===== config.mk =====
export PLATFORM = sky130hd
export DESIGN_NAME = dta_admit
export DESIGN_NICKNAME = d
export VERILOG_FILES = /design/src/rtl/dta_pkg.sv /design/src/rtl/dta_ctrl_reg.sv /design/src/rtl/dta_pend_fifo.sv /design/src/rtl/dta_act_slots.sv /design/src/rtl/dta_admit.sv
export SDC_FILE = /design/constraint.sdc
export NUM_CORES = 1
export LEC_CHECK = 0
export ABC_AREA = 1
export ABC_CLOCK_PERIOD_IN_PS = 4059
export BUFFER_PORTS_ARGS = -buffer_cell sky130_fd_sc_hd__buf_2
export CORE_UTILIZATION = 63
export CTS_BUF_LIST = sky130_fd_sc_hd__clkbuf_8
export DETAILED_ROUTE_END_ITERATION = 6
export GPL_TIMING_DRIVEN = 0
export MAX_ROUTING_LAYER = met4
export PLACE_DENSITY_LB_ADDON = 0.08
export SLEW_MARGIN = 40
export SYNTH_ARGS = -nofsm -noshare
export SYNTH_HDL_FRONTEND = slang
export SYNTH_HIERARCHICAL = 1
export SYNTH_SLANG_ARGS = --single-unit

===== constraint.sdc =====
create_clock -name clk -period 4.06 [get_ports clk]
set_input_delay 0 -clock clk [delete_from_list [all_inputs] [get_ports clk]]
set_output_delay 0 -clock clk [all_outputs]
set_load 0.03 [all_outputs]

===== src/rtl/dta_pkg.sv =====
`timescale 1ns/1ps
package dta_pkg;
  typedef enum logic [1:0] {
    MODE_FULL   = 2'b00,
    MODE_DUAL   = 2'b01,
    MODE_SINGLE = 2'b10,
    MODE_RSVD   = 2'b11
  } dta_mode_e;

  typedef struct packed {
    logic      discard;
    logic      block;
    dta_mode_e mode;
  } dta_ctrl_t;
endpackage


===== src/rtl/dta_ctrl_reg.sv =====
`timescale 1ns/1ps
module dta_ctrl_reg
  import dta_pkg::*;
(
  input  logic      clk,
  input  logic      rst_n,
  input  logic      wr_en,
  input  dta_ctrl_t wr_val,
  input  logic      drained,
  output dta_ctrl_t ctrl_q
);
  dta_ctrl_t ctrl_d;
  logic      ctrl_en;

  always_comb begin
    ctrl_d = ctrl_q;
    if (ctrl_q.discard && drained) ctrl_d.discard = 1'b0;
    if (wr_en) begin
      ctrl_d.block   = wr_val.block;
      ctrl_d.mode    = wr_val.mode;
      ctrl_d.discard = ctrl_d.discard | wr_val.discard;
    end
  end

  assign ctrl_en = wr_en | (ctrl_q.discard & drained);

  always_ff @(posedge clk or negedge rst_n) begin
    if (!rst_n)       ctrl_q <= '0;
    else if (ctrl_en) ctrl_q <= ctrl_d;
  end


  disc_hold_chk: assert property (@(posedge clk) disable iff (!rst_n)
    ctrl_q.discard && !drained |=> ctrl_q.discard);

  disc_set_chk: assert property (@(posedge clk) disable iff (!rst_n)
    wr_en && wr_val.discard |=> ctrl_q.discard);
endmodule


===== src/rtl/dta_pend_fifo.sv =====
`timescale 1ns/1ps
module dta_pend_fifo #(
  parameter  int DEPTH = 5,
  parameter  int TAG_W = 4,
  localparam int PW    = (DEPTH > 1) ? $clog2(DEPTH) : 1,
  localparam int CW    = $clog2(DEPTH + 1)
) (
  input  logic             clk,
  input  logic             rst_n,
  input  logic             push,
  input  logic [TAG_W-1:0] push_tag,
  input  logic             pop,
  input  logic             flush,
  output logic [TAG_W-1:0] head_tag,
  output logic [CW-1:0]    count,
  output logic             empty
);
  logic [TAG_W-1:0] mem [DEPTH];
  logic [PW-1:0]    rd_q, rd_d, wr_q, wr_d;
  logic [CW-1:0]    cnt_d;

  function automatic logic [PW-1:0] wrap_inc(input logic [PW-1:0] p);
    return (p == PW'(DEPTH - 1)) ? '0 : p + PW'(1);
  endfunction

  always_comb begin
    if (flush) begin
      rd_d  = '0;
      wr_d  = '0;
      cnt_d = '0;
    end else begin
      rd_d  = pop  ? wrap_inc(rd_q) : rd_q;
      wr_d  = push ? wrap_inc(wr_q) : wr_q;
      cnt_d = count + CW'(push) - CW'(pop);
    end
  end

  always_ff @(posedge clk or negedge rst_n) begin
    if (!rst_n) begin
      rd_q  <= '0;
      wr_q  <= '0;
      count <= '0;
    end else begin
      rd_q  <= rd_d;
      wr_q  <= wr_d;
      count <= cnt_d;
    end
  end

  always_ff @(posedge clk) begin
    if (push && !flush) mem[wr_q] <= push_tag;
  end

  assign head_tag = mem[rd_q];
  assign empty    = (count == '0);


  no_overflow_chk: assert property (@(posedge clk) disable iff (!rst_n)
    push && !pop |-> count < CW'(DEPTH));

  no_underflow_chk: assert property (@(posedge clk) disable iff (!rst_n)
    pop |-> !empty);
endmodule


===== src/rtl/dta_act_slots.sv =====
`timescale 1ns/1ps
module dta_act_slots #(
  parameter  int N     = 2,
  parameter  int TAG_W = 4,
  localparam int IW    = (N > 1) ? $clog2(N) : 1,
  localparam int CW    = $clog2(N + 1)
) (
  input  logic               clk,
  input  logic               rst_n,
  input  logic               set_en,
  input  logic [TAG_W-1:0]   set_tag,
  input  logic [N-1:0]       cpl,
  input  logic               flush,
  output logic [N-1:0]       valid,
  output logic [N*TAG_W-1:0] tags,
  output logic [CW-1:0]      used_cnt
);
  logic [TAG_W-1:0] tag_q [N];
  logic [N-1:0]     valid_d, hit;
  logic [IW-1:0]    free_idx;
  logic             has_free;

  always_comb begin
    free_idx = '0;
    has_free = 1'b0;
    used_cnt = '0;
    for (int i = N - 1; i >= 0; i--) begin
      if (!valid[i]) begin
        free_idx = IW'(i);
        has_free = 1'b1;
      end
      used_cnt = used_cnt + CW'(valid[i]);
    end
  end

  always_comb begin
    for (int i = 0; i < N; i++) begin
      hit[i]     = set_en && (free_idx == IW'(i));
      valid_d[i] = flush ? 1'b0 : (hit[i] | (valid[i] & ~cpl[i]));
    end
  end

  always_ff @(posedge clk or negedge rst_n) begin
    if (!rst_n) valid <= '0;
    else        valid <= valid_d;
  end

  always_ff @(posedge clk or negedge rst_n) begin
    if (!rst_n) begin
      for (int i = 0; i < N; i++) tag_q[i] <= '0;
    end else begin
      for (int i = 0; i < N; i++) if (hit[i]) tag_q[i] <= set_tag;
    end
  end


  slot_avail_chk: assert property (@(posedge clk) disable iff (!rst_n)
    set_en |-> has_free);

  for (genvar g = 0; g < N; g++) begin : g_slot
    assign tags[g*TAG_W +: TAG_W] = tag_q[g];

    cpl_free_chk: assert property (@(posedge clk) disable iff (!rst_n)
      valid[g] && cpl[g] |=> !valid[g]);
  end
endmodule


===== src/rtl/dta_admit.sv =====
`timescale 1ns/1ps
module dta_admit
  import dta_pkg::*;
#(
  parameter  int NUM_ACT  = 2,
  parameter  int NUM_PEND = 5,
  parameter  int TAG_W    = 4,
  localparam int AC_W     = $clog2(NUM_ACT + 1),
  localparam int PC_W     = $clog2(NUM_PEND + 1)
) (
  input  logic                     clk,
  input  logic                     rst_n,
  input  logic                     reg_we,
  input  logic [3:0]               reg_wdata,
  output logic [3:0]               reg_rdata,
  input  logic                     req_valid,
  input  logic                     req_postable,
  input  logic [TAG_W-1:0]         req_tag,
  input  logic [NUM_ACT-1:0]       cpl_strobe,
  input  logic                     bus_idle,
  output logic                     resp_accept,
  output logic                     resp_retry,
  output logic [NUM_ACT-1:0]       act_valid,
  output logic [NUM_ACT*TAG_W-1:0] act_tag,
  output logic [PC_W-1:0]          pend_count,
  output logic                     pf_halt
);
  dta_ctrl_t        ctrl;
  logic [AC_W-1:0]  act_cnt, act_cap;
  logic [PC_W-1:0]  pend_cap;
  logic [TAG_W-1:0] head_tag, set_tag;
  logic             pend_empty, drained, np_req, open;
  logic             take_act, take_pend, promote, set_en;
  logic             acc_d, rty_d;

  dta_ctrl_reg u_ctrl (
    .clk     (clk),
    .rst_n   (rst_n),
    .wr_en   (reg_we),
    .wr_val  (dta_ctrl_t'(reg_wdata)),
    .drained (drained),
    .ctrl_q  (ctrl)
  );

  always_comb begin
    case (ctrl.mode)
      MODE_FULL: begin act_cap = AC_W'(NUM_ACT); pend_cap = PC_W'(NUM_PEND); end
      MODE_DUAL: begin act_cap = AC_W'(NUM_ACT); pend_cap = '0;              end
      default:   begin act_cap = AC_W'(1);       pend_cap = '0;              end
    endcase
  end

  assign np_req    = req_valid && !req_postable;
  assign open      = !ctrl.discard && !ctrl.block;
  assign take_act  = np_req && open && pend_empty && (act_cnt < act_cap);
  assign take_pend = np_req && open && !take_act && (pend_count < pend_cap);
  assign promote   = !ctrl.discard && !pend_empty && (act_cnt < act_cap);
  assign set_en    = take_act | promote;
  assign set_tag   = take_act ? req_tag : head_tag;
  assign acc_d     = req_valid && (req_postable || take_act || take_pend);
  assign rty_d     = np_req && !take_act && !take_pend;
  assign drained   = (act_cnt == '0) && pend_empty && bus_idle;

  dta_pend_fifo #(.DEPTH(NUM_PEND), .TAG_W(TAG_W)) u_pend (
    .clk      (clk),
    .rst_n    (rst_n),
    .push     (take_pend),
    .push_tag (req_tag),
    .pop      (promote),
    .flush    (ctrl.discard),
    .head_tag (head_tag),
    .count    (pend_count),
    .empty    (pend_empty)
  );

  dta_act_slots #(.N(NUM_ACT), .TAG_W(TAG_W)) u_act (
    .clk      (clk),
    .rst_n    (rst_n),
    .set_en   (set_en),
    .set_tag  (set_tag),
    .cpl      (cpl_strobe),
    .flush    (ctrl.discard),
    .valid    (act_valid),
    .tags     (act_tag),
    .used_cnt (act_cnt)
  );

  always_ff @(posedge clk or negedge rst_n) begin
    if (!rst_n) begin
      resp_accept <= 1'b0;
      resp_retry  <= 1'b0;
    end else begin
      resp_accept <= acc_d;
      resp_retry  <= rty_d;
    end
  end

  assign reg_rdata = ctrl;
  assign pf_halt   = ctrl.discard;


  postable_acc_chk: assert property (@(posedge clk) disable iff (!rst_n)
    req_valid && req_postable |=> resp_accept && !resp_retry);

  blk_retry_chk: assert property (@(posedge clk) disable iff (!rst_n)
    np_req && reg_rdata[2] |=> resp_retry);

  disc_flush_chk: assert property (@(posedge clk) disable iff (!rst_n)
    pf_halt |=> (act_valid == '0) && (pend_count == '0));

  disc_retry_chk: assert property (@(posedge clk) disable iff (!rst_n)
    np_req && pf_halt |=> resp_retry);
endmodule


==> flow_summary.toml <==
[timing]
hold_violation_total_from_the_final_report = 0
final_setup_tns_ns = 0
maxClockFrequency_mhz = 360
rsz0062_at_grt = "no"
period_share = 0.685
worst-slew-pin-transition_ns = 0.676
fin_skew_ns = 0.0156
setup_violating_endpoint_count_in_the_final_report = 0
maxSlewHeadroom = 0.546
finalMaxSlewViolations = 0
post-route-min-period_ns = 2.78

[yosys]
synth.top_cell.area_share = 0.279
seq_area_frac_synth = 0.546
ffs_latches_synth = 45
syn_nets = 283
dominantRegCellSynth = "dfrtp_1"
yosys_warnings = 6
mappedNetlistArea_sq_um = 2250
synth_largest_area_cell = "dfrtp_1"
synth_area_per_cell_sq_um = 8.77
netlist-cell-type-count = 26
netlist_top_cells_area = "dfrtp_1 (28%), edfxtp_1 (27%), nand2_1 (14%)"
top_count_cell_post_synth = "nand2_1"
netlist_top_cells_count = "nand2_1 (85), inv_1 (42), dfrtp_1 (25)"
synth_async_sr_flop_share = 0.556
postSynthCellCount = 256
synth_edf_count = 20

[floorplanning]
start_util = 0.668
chip_height_um = 61.7
floorplan.die.width_um = 61.7
die_area_sq_um = 3810
fp.coreArea_sq_um = 3360
ios = 36
placement_rows = 21

[route]
avgViaCountPerCell = 5.03
dr_total_vias = 1822
drt-total-wl_um = 4680
detailedRoute.firstPassIterationCount = 4
remaining_drc_errors = 0
dr.first_iter.drc_count = 139
wl_per_cell_um = 12.9
antenna_left = 0

[setup_path]
critical_path_buf_inv_count = 2
crit_path_top_delay_cell = "nor3_1"
endpoint_kind = "flop"
cp_top_family = "adder cells"
setup.worst_path.start_class = "flop"
crit_path_cell_trace = "ha_1, ha_1, nand2_1, nand2_2, nor3_1, ha_1, inv_1, ha_1, inv_1, fa_1, nand3_1, nand2_1, nor2_1"
req_time_crit_path_ns = 4.30
cp_common_cell = "ha_1"
criticalPathCategory = "flop to flop"
cpPeakStageDelay_ns = 0.45
cp.arrival_ns = 3.02
cp_max_fo = 4

[placed_design]
dpl_cell_area_sq_um = 2480
dpl_hpwl_um = 2990
port_buffers = 35
finalWeightedCongestion = 0.776

[global_routing]
global_route.usage.met1 = 0.344
first_global_vias = 1705
first_pass_grt_wire_length_um = 7520
groute.layer.met3.usage = 0.0580
global_route.overflow_total = 0
global_router_s_overall_resource_usage = 0.293
antenna_found_initial = 0
groute.layer.met2.usage = 0.504
grt_max_degree = 26
busiest_metal_layer_after_global_routing = "met2"

[clock_tree]
post_cts.resized_instances = 0
numCtsBuffers = 5
buffer_cell_driving_the_clock_tree_root = "clkbuf_8"
postCtsSetupRepairBufs = 0
ctsLongestPathBuffers = 2
clk_transition_reported_paths_ns = 0.09
tritoncts_num_sinks = 45
clock_tree_from_tritoncts = "built"
insertion_delay_ns = 0.30
h-tree-depth = 2

[cells_and_area]
syn_to_final_growth_pct = 22.0
count_of_inserted_antenna_diode_cells = 0
postLayoutCellArea_sq_um = 2740
sequential_cell_area_sq_um = 1230
num-fill-cells = 222
finish.net_count = 342
multi_input_comb_area_sq_um = 800
final_layout_size_suffix_gt1_frac = 0.196

[power_and_ir_drop]
ir_drop_uv = 271
power_density_nw_per_um2 = 511
power.leakage_nw = 1.43

[outcome]
outcome = "finished, final reports clean"

[flow_run]
maxCapViolations = 0

[min_path]
worst_hold_path_type = "input port to flop"
[what timing repair did]
action                     CTS  global route
setup endpoints to repair    0             0
hold buffers                17             0
hold endpoints to repair    52             0
[worst register-to-register path, stage by stage (launching register included)]
cell     delay, ns
dfrtp_1       0.42
ha_1          0.24
ha_1          0.28
nand2_1       0.08
nand2_2       0.06
nor3_1        0.45
ha_1          0.33
inv_1         0.05
ha_1          0.12
inv_1         0.05
fa_1          0.39
nand3_1       0.10
nand2_1       0.06
nor2_1        0.09
[per-stage QoR]
| stage | std cells | power, mW | hold WS, ns | setup WS (ns) | util |
|---|---|---|---|---|---|
| 2_1_floorplan | 256 | 0.965 | -0.296 | 1.50 | - |
| 3_3_place_gp | 337 | 1.09 | 0.0231 | 1.32 | 0.737 |
| 3_5_place_dp | 337 | 1.11 | 0.0178 | 1.34 | 0.737 |
| 4_1_cts | 362 | 1.39 | 0.000662 | 1.31 | 0.814 |
| 5_1_grt | 362 | 1.49 | 0.0203 | 1.09 | 0.814 |
| 6_report | 362 | 1.40 | 0.0168 | 1.28 | 0.814 |
[cell type report]
| class | instances | area share |
|---|---|---|
| plain buffers | 3 | 0.0110 |
| clock buffers | 6 | 0.0302 |
| clock inverters | 2 | 0.00274 |
| inverters | 50 | 0.0694 |
| multi-input cells | 158 | 0.292 |
| flip-flops and latches | 45 | 0.448 |
| well taps | 46 | 0.0210 |
| repair buffers | 52 | 0.126 |
[placed cells by master (no fill, tap or decap)]
cell / count
nand2_1: 85
xor2_1: 1
a21oi_2: 2
o21ai_1: 11
edfxtp_1: 20
clkinv_1: 1
inv_4: 1
a21oi_1: 2
buf_4: 1
buf_2: 35
clkbuf_8: 6
ha_1: 10
buf_6: 2
nand3_1: 14
dlygate4sd3_1: 17
nor2_2: 1
dfrtp_1: 25
nand2_4: 1
nor2_1: 12
nand2_2: 5
fa_1: 1
nor2_4: 1
o21ai_0: 2
nand4_1: 1
inv_1: 44
or2_1: 3
nor3_1: 5
inv_2: 6
o21ai_2: 1
[registers in the layout (all words and copies together) (netlist names)]
register       flops
resp_accept        1
resp_retry         1
u_act/tags         8
u_act/valid        2
u_ctrl/ctrl_q      4
u_pend/count       3
u_pend/mem        20
u_pend/rd_q        3
u_pend/wr_q        3
[path summary, 6_finish.rpt]
check                                          start                    endpoint  slack [ns]  cells after the start
max reg2reg                 u_act/valid[0]$_DFF_PN0_   u_pend/count[2]$_DFF_PN0_        1.28                     13
min reg2reg                u_act/tags[3]$_DFFE_PN0P_   u_act/tags[3]$_DFFE_PN0P_        0.49                      2
min in group asynchronous                      rst_n       resp_accept$_DFF_PN0_        0.24                      2
max                         u_act/valid[0]$_DFF_PN0_   u_pend/count[2]$_DFF_PN0_        1.28                     13
min                                     req_postable        resp_retry$_DFF_PN0_        0.02                      4
max in group asynchronous                      rst_n  u_pend/wr_q[2]$_DFFE_PN0P_        3.43                      2
[layer usage]
metal	vias to the layer above	part of all wire
met2	65	0.53
met3	11	0.046
met1	842	0.41
li1	904	-
met5	-	0
met4	0	0.021
[power breakdown]
| part | leakage, nW | switching [mW] | internal, mW | total (mW) |
|---|---|---|---|---|
| clock network | 0.0538 | 0.141 | 0.134 | 0.275 |
| registers | 0.507 | 0.0614 | 0.540 | 0.601 |
| logic | 0.871 | 0.355 | 0.168 | 0.523 |
| total | 1.43 | 0.557 | 0.842 | 1.40 |
[cell families (layout without fill, tap and decap cells)]
logic type	after synthesis	count (layout)	share of synthesized area
AO/OA/AOI/OAI	18	18	0.0451
XOR/XNOR	1	1	0.00390
AND/OR/NAND/NOR	128	128	0.242
adder cells (fa/ha/maj)	11	11	0.0646
flip-flops	45	45	0.546
buffers and inverters	53	113	0.0980
Power figures use the tool's default switching activity.
